File: config.mk
export PLATFORM = sky130hd
export DESIGN_NAME = scsi_arb_seq
export DESIGN_NICKNAME = d
export VERILOG_FILES = /design/src/rtl/scsi_arb_pkg.sv /design/src/rtl/arb_rise_det.sv /design/src/rtl/arb_delay_timer.sv /design/src/rtl/arb_prio_enc.sv /design/src/rtl/scsi_arb_seq.sv
export SDC_FILE = /design/constraint.sdc
export NUM_CORES = 1
export LEC_CHECK = 0
export ABC_AREA = 1
export BUFFER_PORTS_ARGS = -buffer_cell sky130_fd_sc_hd__buf_2
export CAP_MARGIN = 40
export CORE_MARGIN = 2
export CORE_UTILIZATION = 40
export CTS_CLUSTER_DIAMETER = 50
export DETAILED_ROUTE_END_ITERATION = 12
export GPL_ROUTABILITY_DRIVEN = 0
export GPL_TIMING_DRIVEN = 0
export PLACE_DENSITY = 0.67
export SETUP_SLACK_MARGIN = 0.2
export SYNTH_ARGS = -nofsm -noshare
export SYNTH_HDL_FRONTEND = slang
export SYNTH_HIERARCHICAL = 1
export SYNTH_SLANG_ARGS = --single-unit
File: constraint.sdc
create_clock -name clk_i -period 3.3 [get_ports clk_i]
set_input_delay 0.66 -clock clk_i [delete_from_list [all_inputs] [get_ports clk_i]]
set_output_delay 0.66 -clock clk_i [all_outputs]
set_load 0.005 [all_outputs]
File: src/rtl/scsi_arb_pkg.sv
package scsi_arb_pkg;
  typedef enum logic {
    ST_IDLE = 1'b0,
    ST_WAIT = 1'b1
  } arb_state_e;
endpackage

File: src/rtl/arb_rise_det.sv
module arb_rise_det (
  input  logic clk_i,
  input  logic rst_ni,
  input  logic lvl_i,
  output logic rise_o
);
  logic lvl_q;

  always_ff @(posedge clk_i or negedge rst_ni) begin
    if (!rst_ni) lvl_q <= 1'b0;
    else         lvl_q <= lvl_i;
  end

  assign rise_o = lvl_i & ~lvl_q;
endmodule

File: src/rtl/arb_delay_timer.sv
module arb_delay_timer #(
  parameter int unsigned W = 8
) (
  input  logic         clk_i,
  input  logic         rst_ni,
  input  logic         load_i,
  input  logic [W-1:0] load_val_i,
  output logic         done_o
);
  logic [W-1:0] cnt_q;

  always_ff @(posedge clk_i or negedge rst_ni) begin
    if (!rst_ni)              cnt_q <= '0;
    else if (load_i)          cnt_q <= load_val_i;
    else if (cnt_q != '0)     cnt_q <= cnt_q - 1'b1;
  end

  assign done_o = (cnt_q == '0);
endmodule

File: src/rtl/arb_prio_enc.sv
module arb_prio_enc #(
  parameter int unsigned N     = 8,
  localparam int unsigned IDX_W = (N > 1) ? $clog2(N) : 1
) (
  input  logic [N-1:0]     req_i,
  output logic [IDX_W-1:0] idx_o,
  output logic             valid_o
);
  // ascending scan: last hit is the highest index
  always_comb begin
    idx_o   = '0;
    valid_o = 1'b0;
    for (int i = 0; i < int'(N); i++) begin
      if (req_i[i]) begin
        idx_o   = IDX_W'(i);
        valid_o = 1'b1;
      end
    end
  end
endmodule

File: src/rtl/scsi_arb_seq.sv
module scsi_arb_seq
  import scsi_arb_pkg::*;
#(
  parameter int unsigned N_IDS     = 8,
  parameter int unsigned OWN_ID    = 5,
  parameter int unsigned ARB_UNITS = 11,
  parameter int unsigned CLK_CONV  = 2
) (
  input  logic             clk_i,
  input  logic             rst_ni,
  input  logic             arb_bit_i,
  input  logic             own_sel_cmd_i,
  input  logic             bus_sel_i,
  input  logic [N_IDS-1:0] bus_data_i,
  output logic [N_IDS-1:0] data_o,
  output logic             data_oe_o,
  output logic             bsy_oe_o,
  output logic             arb_busy_o,
  output logic             arb_lost_o
);
  localparam int unsigned DELAY   = ARB_UNITS * CLK_CONV;
  localparam int unsigned CNT_W   = $clog2(DELAY + 1);
  localparam int unsigned IDX_W   = (N_IDS > 1) ? $clog2(N_IDS) : 1;
  localparam logic [N_IDS-1:0] OWN_MASK = N_IDS'(1) << OWN_ID;

  arb_state_e       state_q;
  logic             rise_w, conflict_w, start_w, done_w;
  logic             win_valid_w, won_w;
  logic [IDX_W-1:0] win_idx_w;

  arb_rise_det u_rise (
    .clk_i  (clk_i),
    .rst_ni (rst_ni),
    .lvl_i  (arb_bit_i),
    .rise_o (rise_w)
  );

  assign conflict_w = bus_sel_i & ~own_sel_cmd_i;
  assign start_w    = (state_q == ST_IDLE) & rise_w & ~conflict_w;

  arb_delay_timer #(.W(CNT_W)) u_timer (
    .clk_i      (clk_i),
    .rst_ni     (rst_ni),
    .load_i     (start_w),
    .load_val_i (CNT_W'(DELAY - 1)),
    .done_o     (done_w)
  );

  arb_prio_enc #(.N(N_IDS)) u_prio (
    .req_i   (bus_data_i),
    .idx_o   (win_idx_w),
    .valid_o (win_valid_w)
  );

  assign won_w = win_valid_w & (win_idx_w == IDX_W'(OWN_ID));

  always_ff @(posedge clk_i or negedge rst_ni) begin
    if (!rst_ni) begin
      state_q    <= ST_IDLE;
      arb_busy_o <= 1'b0;
      arb_lost_o <= 1'b0;
      bsy_oe_o   <= 1'b0;
      data_oe_o  <= 1'b0;
    end else begin
      case (state_q)
        ST_IDLE: begin
          if (rise_w) begin
            if (conflict_w) begin
              arb_lost_o <= 1'b1;
              arb_busy_o <= 1'b0;
              bsy_oe_o   <= 1'b0;
              data_oe_o  <= 1'b0;
            end else begin
              arb_lost_o <= 1'b0;
              arb_busy_o <= 1'b1;
              bsy_oe_o   <= 1'b1;
              data_oe_o  <= 1'b1;
              state_q    <= ST_WAIT;
            end
          end
        end
        ST_WAIT: begin
          if (done_w) begin
            arb_busy_o <= 1'b0;
            state_q    <= ST_IDLE;
            if (!won_w) begin
              arb_lost_o <= 1'b1;
              bsy_oe_o   <= 1'b0;
              data_oe_o  <= 1'b0;
            end
          end
        end
        default: state_q <= ST_IDLE;
      endcase
    end
  end

  assign data_o = data_oe_o ? OWN_MASK : '0;
endmodule

Word level (Yosys, flattened, before mapping)
Index checks and enable logic that the tools add are counted.
- add/subtract/negate cells: 1
- $mul: 0
- div/mod/pow operators: 0
- $lt $le $gt $ge: 0
- eq/ne operators: 4
- shift operators: 0
- muxes and demuxes: 33
- bitwise operators: 9
- reduce and logical (&&, ||, !) cells: 5
- operators with widths (cell ; count):
    two-way mux 1 bit ; 20
    two-way mux 3 bit ; 4
    two-way mux 5 bit ; 2
    one-hot mux 1 bit (2 select lines) ; 4
    two-way mux 6 bit ; 1
    AND 1 bit ; 5
    zero test 5 bit ; 1
    nonzero test 5 bit ; 1
    subtractor 5 x 1 -> 5 bit (second input constant) ; 1
    two-way mux 2 bit ; 2
    inequality test 2 bit (second input constant) ; 2
    NOT 1 bit ; 4
    equality test 3 bit (second input constant) ; 1
    AND reduction 3 bit ; 1
    inequality test 2 x 1 -> 1 bit (second input constant) ; 1
    AND reduction 2 bit ; 1
    nonzero test 2 bit ; 1
- bits in registers: 10
- latch bits: 0
- memory bits (writable): 0
- memory bits (read-only): 0
- bits of input ports: 13
- output and inout bits: 12
- logic and storage cells: 58
- memories: 0

Longest topological paths before layout
- depth after elaboration: 12
- gate-level depth with buffers: 14
- depth with buffers taken out: 14

Hierarchy
The synthesis kept the hierarchy.
- modules (own cells, without submodules) (module ; instances ; cells each ; area each (um^2) ; sequential area each (um^2)):
    arb_delay_timer ; 1 ; 39 ; 302.8 ; 125.1
    scsi_arb_seq ; 1 ; 39 ; 284.0 ; 100.1
    arb_prio_enc ; 1 ; 20 ; 77.6 ; 0.0
    arb_rise_det ; 1 ; 3 ; 35.0 ; 25.0

Worst setup path after synthesis
No wires, ideal clock.
- path kind: input to register
- start point: input port arb_bit_i
- end point: register u_timer.cnt_q[3]
- setup time: 116 ps
- data arrival time: 1311 ps
- required time: 3184 ps
- slack: 1873 ps
- cell stages on the path: 9
- buffers on the path: 0
- cells stage by stage: inv_1 -> nor2_2 -> nand3_2 -> inv_1 -> inv_2 -> nand2_2 -> inv_2 -> nand2_1 -> nand2_1
- longest elaborated chain between the ends: 4
- elaborated cells between the ends (all ways): 5
- those cells by class: mux (1); bitwise (3); reduce/logical (1)
- ends and longest elaborated chain (element ; RTL line ; text):
    from (decl) ; scsi_arb_seq.sv:11 ; input logic arb_bit_i,
    AND 1 bit (*) ; arb_rise_det.sv:14 ; assign rise_o = lvl_i & ~lvl_q;
    net rise_w ; scsi_arb_seq.sv:27 ; logic rise_w, conflict_w, start_w, done_w;
    AND 1 bit (*) (2 in a row) ; scsi_arb_seq.sv:39 ; assign start_w = (state_q == ST_IDLE) & rise_w & ~conflict_w;
    net start_w ; scsi_arb_seq.sv:27 ;
    two-way mux 5 bit / nonzero test 2 bit (equally long branches) ; -- ;
    to (signal assigned) ; arb_delay_timer.sv:14 ; else if (load_i) cnt_q <= load_val_i;
    to (signal assigned) ; arb_delay_timer.sv:15 ; else if (cnt_q != '0) cnt_q <= cnt_q - 1'b1;
    to (decl) ; arb_delay_timer.sv:10 ; logic [W-1:0] cnt_q;
The timed path passes the listed nets; every way through them passes the cells marked *.
A chain may end at the register's enable or synchronous reset.

==> results.json <==
{
  "fill_cells": 169,
  "finalSetupTns_ps": 0,
  "clockBufferDepth": 2,
  "rsz0062_at_grt": "no",
  "port-buffer-count": 17,
  "clock-skew-final_ps": 7.264,
  "clock_latency_ps": 270,
  "cap_violations": 0,
  "via_per_inst": 4.101,
  "dp.final_hpwl_um": 947.1,
  "synth_ff_type": "dfrtp_1",
  "synth_commonest_cells": "34 x nand2_1, 16 x inv_1, 10 x dfrtp_1",
  "grt_start_max_net_pins": 11,
  "cts_sinks": 10,
  "die_h_um": 45.82,
  "die-area_um2": 2099,
  "overflow": 0,
  "setup_viol": 0,
  "grt_pass1_vias": 457,
  "clkTransAtPathRegs_ps": 70,
  "synth_area_um2": 699.4,
  "io_pins": 25,
  "numCtsBuffers": 3,
  "worstPathArrival_ps": 920,
  "synth-seq-cells": 10,
  "rows": 15,
  "diodes": 0,
  "total_power_uw": 618.1,
  "fmax_mhz": 631.5,
  "vdd_drop_max_mv": 0.3579,
  "wl_um": 1144,
  "final_nets": 147,
  "hp-class": "input port to asynchronous set/reset pin",
  "first_pass_iters": 4,
  "grt_antenna_before_repair": 0,
  "synth.area.top_cells": "dfrtp_1 36%, nand2_1 18%, buf_4 9.7%",
  "wl_per_cell_um": 7.678,
  "min_period_ps": 1583,
  "worstSetupStartpointType": "flip-flop",
  "cts_root_buffer": "clkbuf_4",
  "ys_async_sr_fraction": 1.000,
  "synth_area_leader_cell": "dfrtp_1",
  "cp-end-kind": "output pin",
  "drive_gt1_frac": 0.3106,
  "cts_resized": 0,
  "synth_top_area_share": 0.3578,
  "fin_crit_sh": 0.4798,
  "cp.required_ps": 2640,
  "hold_viol_final": 0,
  "drcViolationCount": 0,
  "synth.avg_cell_area_um2": 6.925,
  "drv_slew": 0,
  "synth_edf_count": 0,
  "p_leak_nw": 0.5412,
  "path_class": "flip-flop to output pin",
  "cts-hold-fix-buffers": 0,
  "start_util": 0.4141,
  "powerDensity_nw_per_um2": 702.7,
  "yosysWarnings": 6,
  "synth.distinct_cells": 20,
  "status": "finished, final reports clean",
  "antenna_left": 0,
  "drt_iter0_drc": 5,
  "crit_fanout": 4,
  "h-tree-depth": 1,
  "synth_most_common_cell": "nand2_1",
  "core_um2": 1689,
  "grt_pass1_wl_um": 1849,
  "postSynthCellCount": 101,
  "die_x_um": 45.82,
  "cts_tree": "yes",
  "grt_usage": 0.1260,
  "yosysSeqAreaShare": 0.3578,
  "syn2layout_area_growth_pct": 25.76,
  "vias": 611,
  "post-cts-setup-buffers": 0
}
cell families (layout without fill, tap and decap cells):
kind of cell	after synthesis	count (layout)	synth area share
AO/OA/AOI/OAI	6	6	0.04292
adder cells (fa/ha/maj)	1	1	0.01789
AND/OR/NAND/NOR	53	53	0.3596
other	2	12	0.01074
XOR/XNOR	1	1	0.01252
flip-flops	10	10	0.3578
buffers and inverters	28	49	0.1986
layer usage:
layer | vias to the layer above | GRT usage | routed length, µm
li1 | 344 | - | -
met1 | 247 | 0.1605 | 575
met2 | 17 | 0.1831 | 477
met3 | 3 | 0.07143 | 81
met4 | 0 | 0.03429 | 9
met5 | - | 0 | 0
power breakdown:
group | switching (mW) | internal [mW]
logic | 0.153 | 0.134
registers | 0.0396 | 0.180
clock network | 0.0443 | 0.0671
final cells by class:
| type | count | area (µm²) | share of cell area |
|---|---|---|---|
| multi-input combinational | 73 | 347.8 | 0.3954 |
| sequential | 10 | 250.2 | 0.2845 |
| timing repair buffer | 17 | 85.08 | 0.09673 |
| inverter | 19 | 71.32 | 0.08108 |
| buffer | 9 | 67.56 | 0.07681 |
| clock buffer | 4 | 36.28 | 0.04125 |
| tap | 17 | 21.27 | 0.02418 |
flip-flops by register name (all words and copies together) (netlist names):
name / count
arb_lost_o: 1
state_q: 1
u_timer/cnt_q: 5
u_rise/lvl_q: 1
bsy_oe_o: 1
arb_busy_o: 1
stage by stage:
stage            util  area [µm²]  std cells  hold WS [ps]  setup WS [ps]
2_1_floorplan       -       737.0        111         364.4           1873
3_3_place_gp   0.4993       843.3        145         489.6           1649
3_5_place_dp   0.4993       843.3        145         493.7           1630
4_1_cts        0.5207       879.6        149         234.1           1701
5_1_grt        0.5207       879.6        149         240.4           1664
6_report       0.5207       879.6        149         233.6           1717
critical path, stage by stage (launching register included):
cell	delay, ps
dfrtp_1	410
buf_4	140
buf_2	110
cell usage in the layout, fill, tap and decap left out, types with 3 or more instances in the layout:
| master | n |
|---|---|
| buf_2 | 17 |
| buf_4 | 9 |
| clkbuf_4 | 3 |
| conb_1 | 12 |
| dfrtp_1 | 10 |
| inv_1 | 16 |
| nand2_1 | 34 |
| nand2_2 | 3 |
| nand3_1 | 5 |
| nor2_1 | 3 |
| o21ai_0 | 3 |
| o21ai_1 | 3 |
worst paths after layout:
path                                         startpoint  cells past startpoint                      endpoint  slack [ps]
min in group clk_i                            arb_bit_i                      1        u_rise/lvl_q$_DFF_PN0_         500
max in group asynchronous                        rst_ni                      1  u_timer/cnt_q[2]$_DFFE_PN0P_        2870
min                                              rst_ni                      1        arb_busy_o$_DFFE_PN0P_         230
max reg2reg                u_timer/cnt_q[0]$_DFFE_PN0P_                      9        arb_lost_o$_DFFE_PN0P_        1940
max                                bsy_oe_o$_DFFE_PN0P_                      2                     data_oe_o        1720
min reg2reg                u_timer/cnt_q[4]$_DFFE_PN0P_                      2  u_timer/cnt_q[4]$_DFFE_PN0P_         510
No activity file was read; power rests on OpenSTA's default activity.
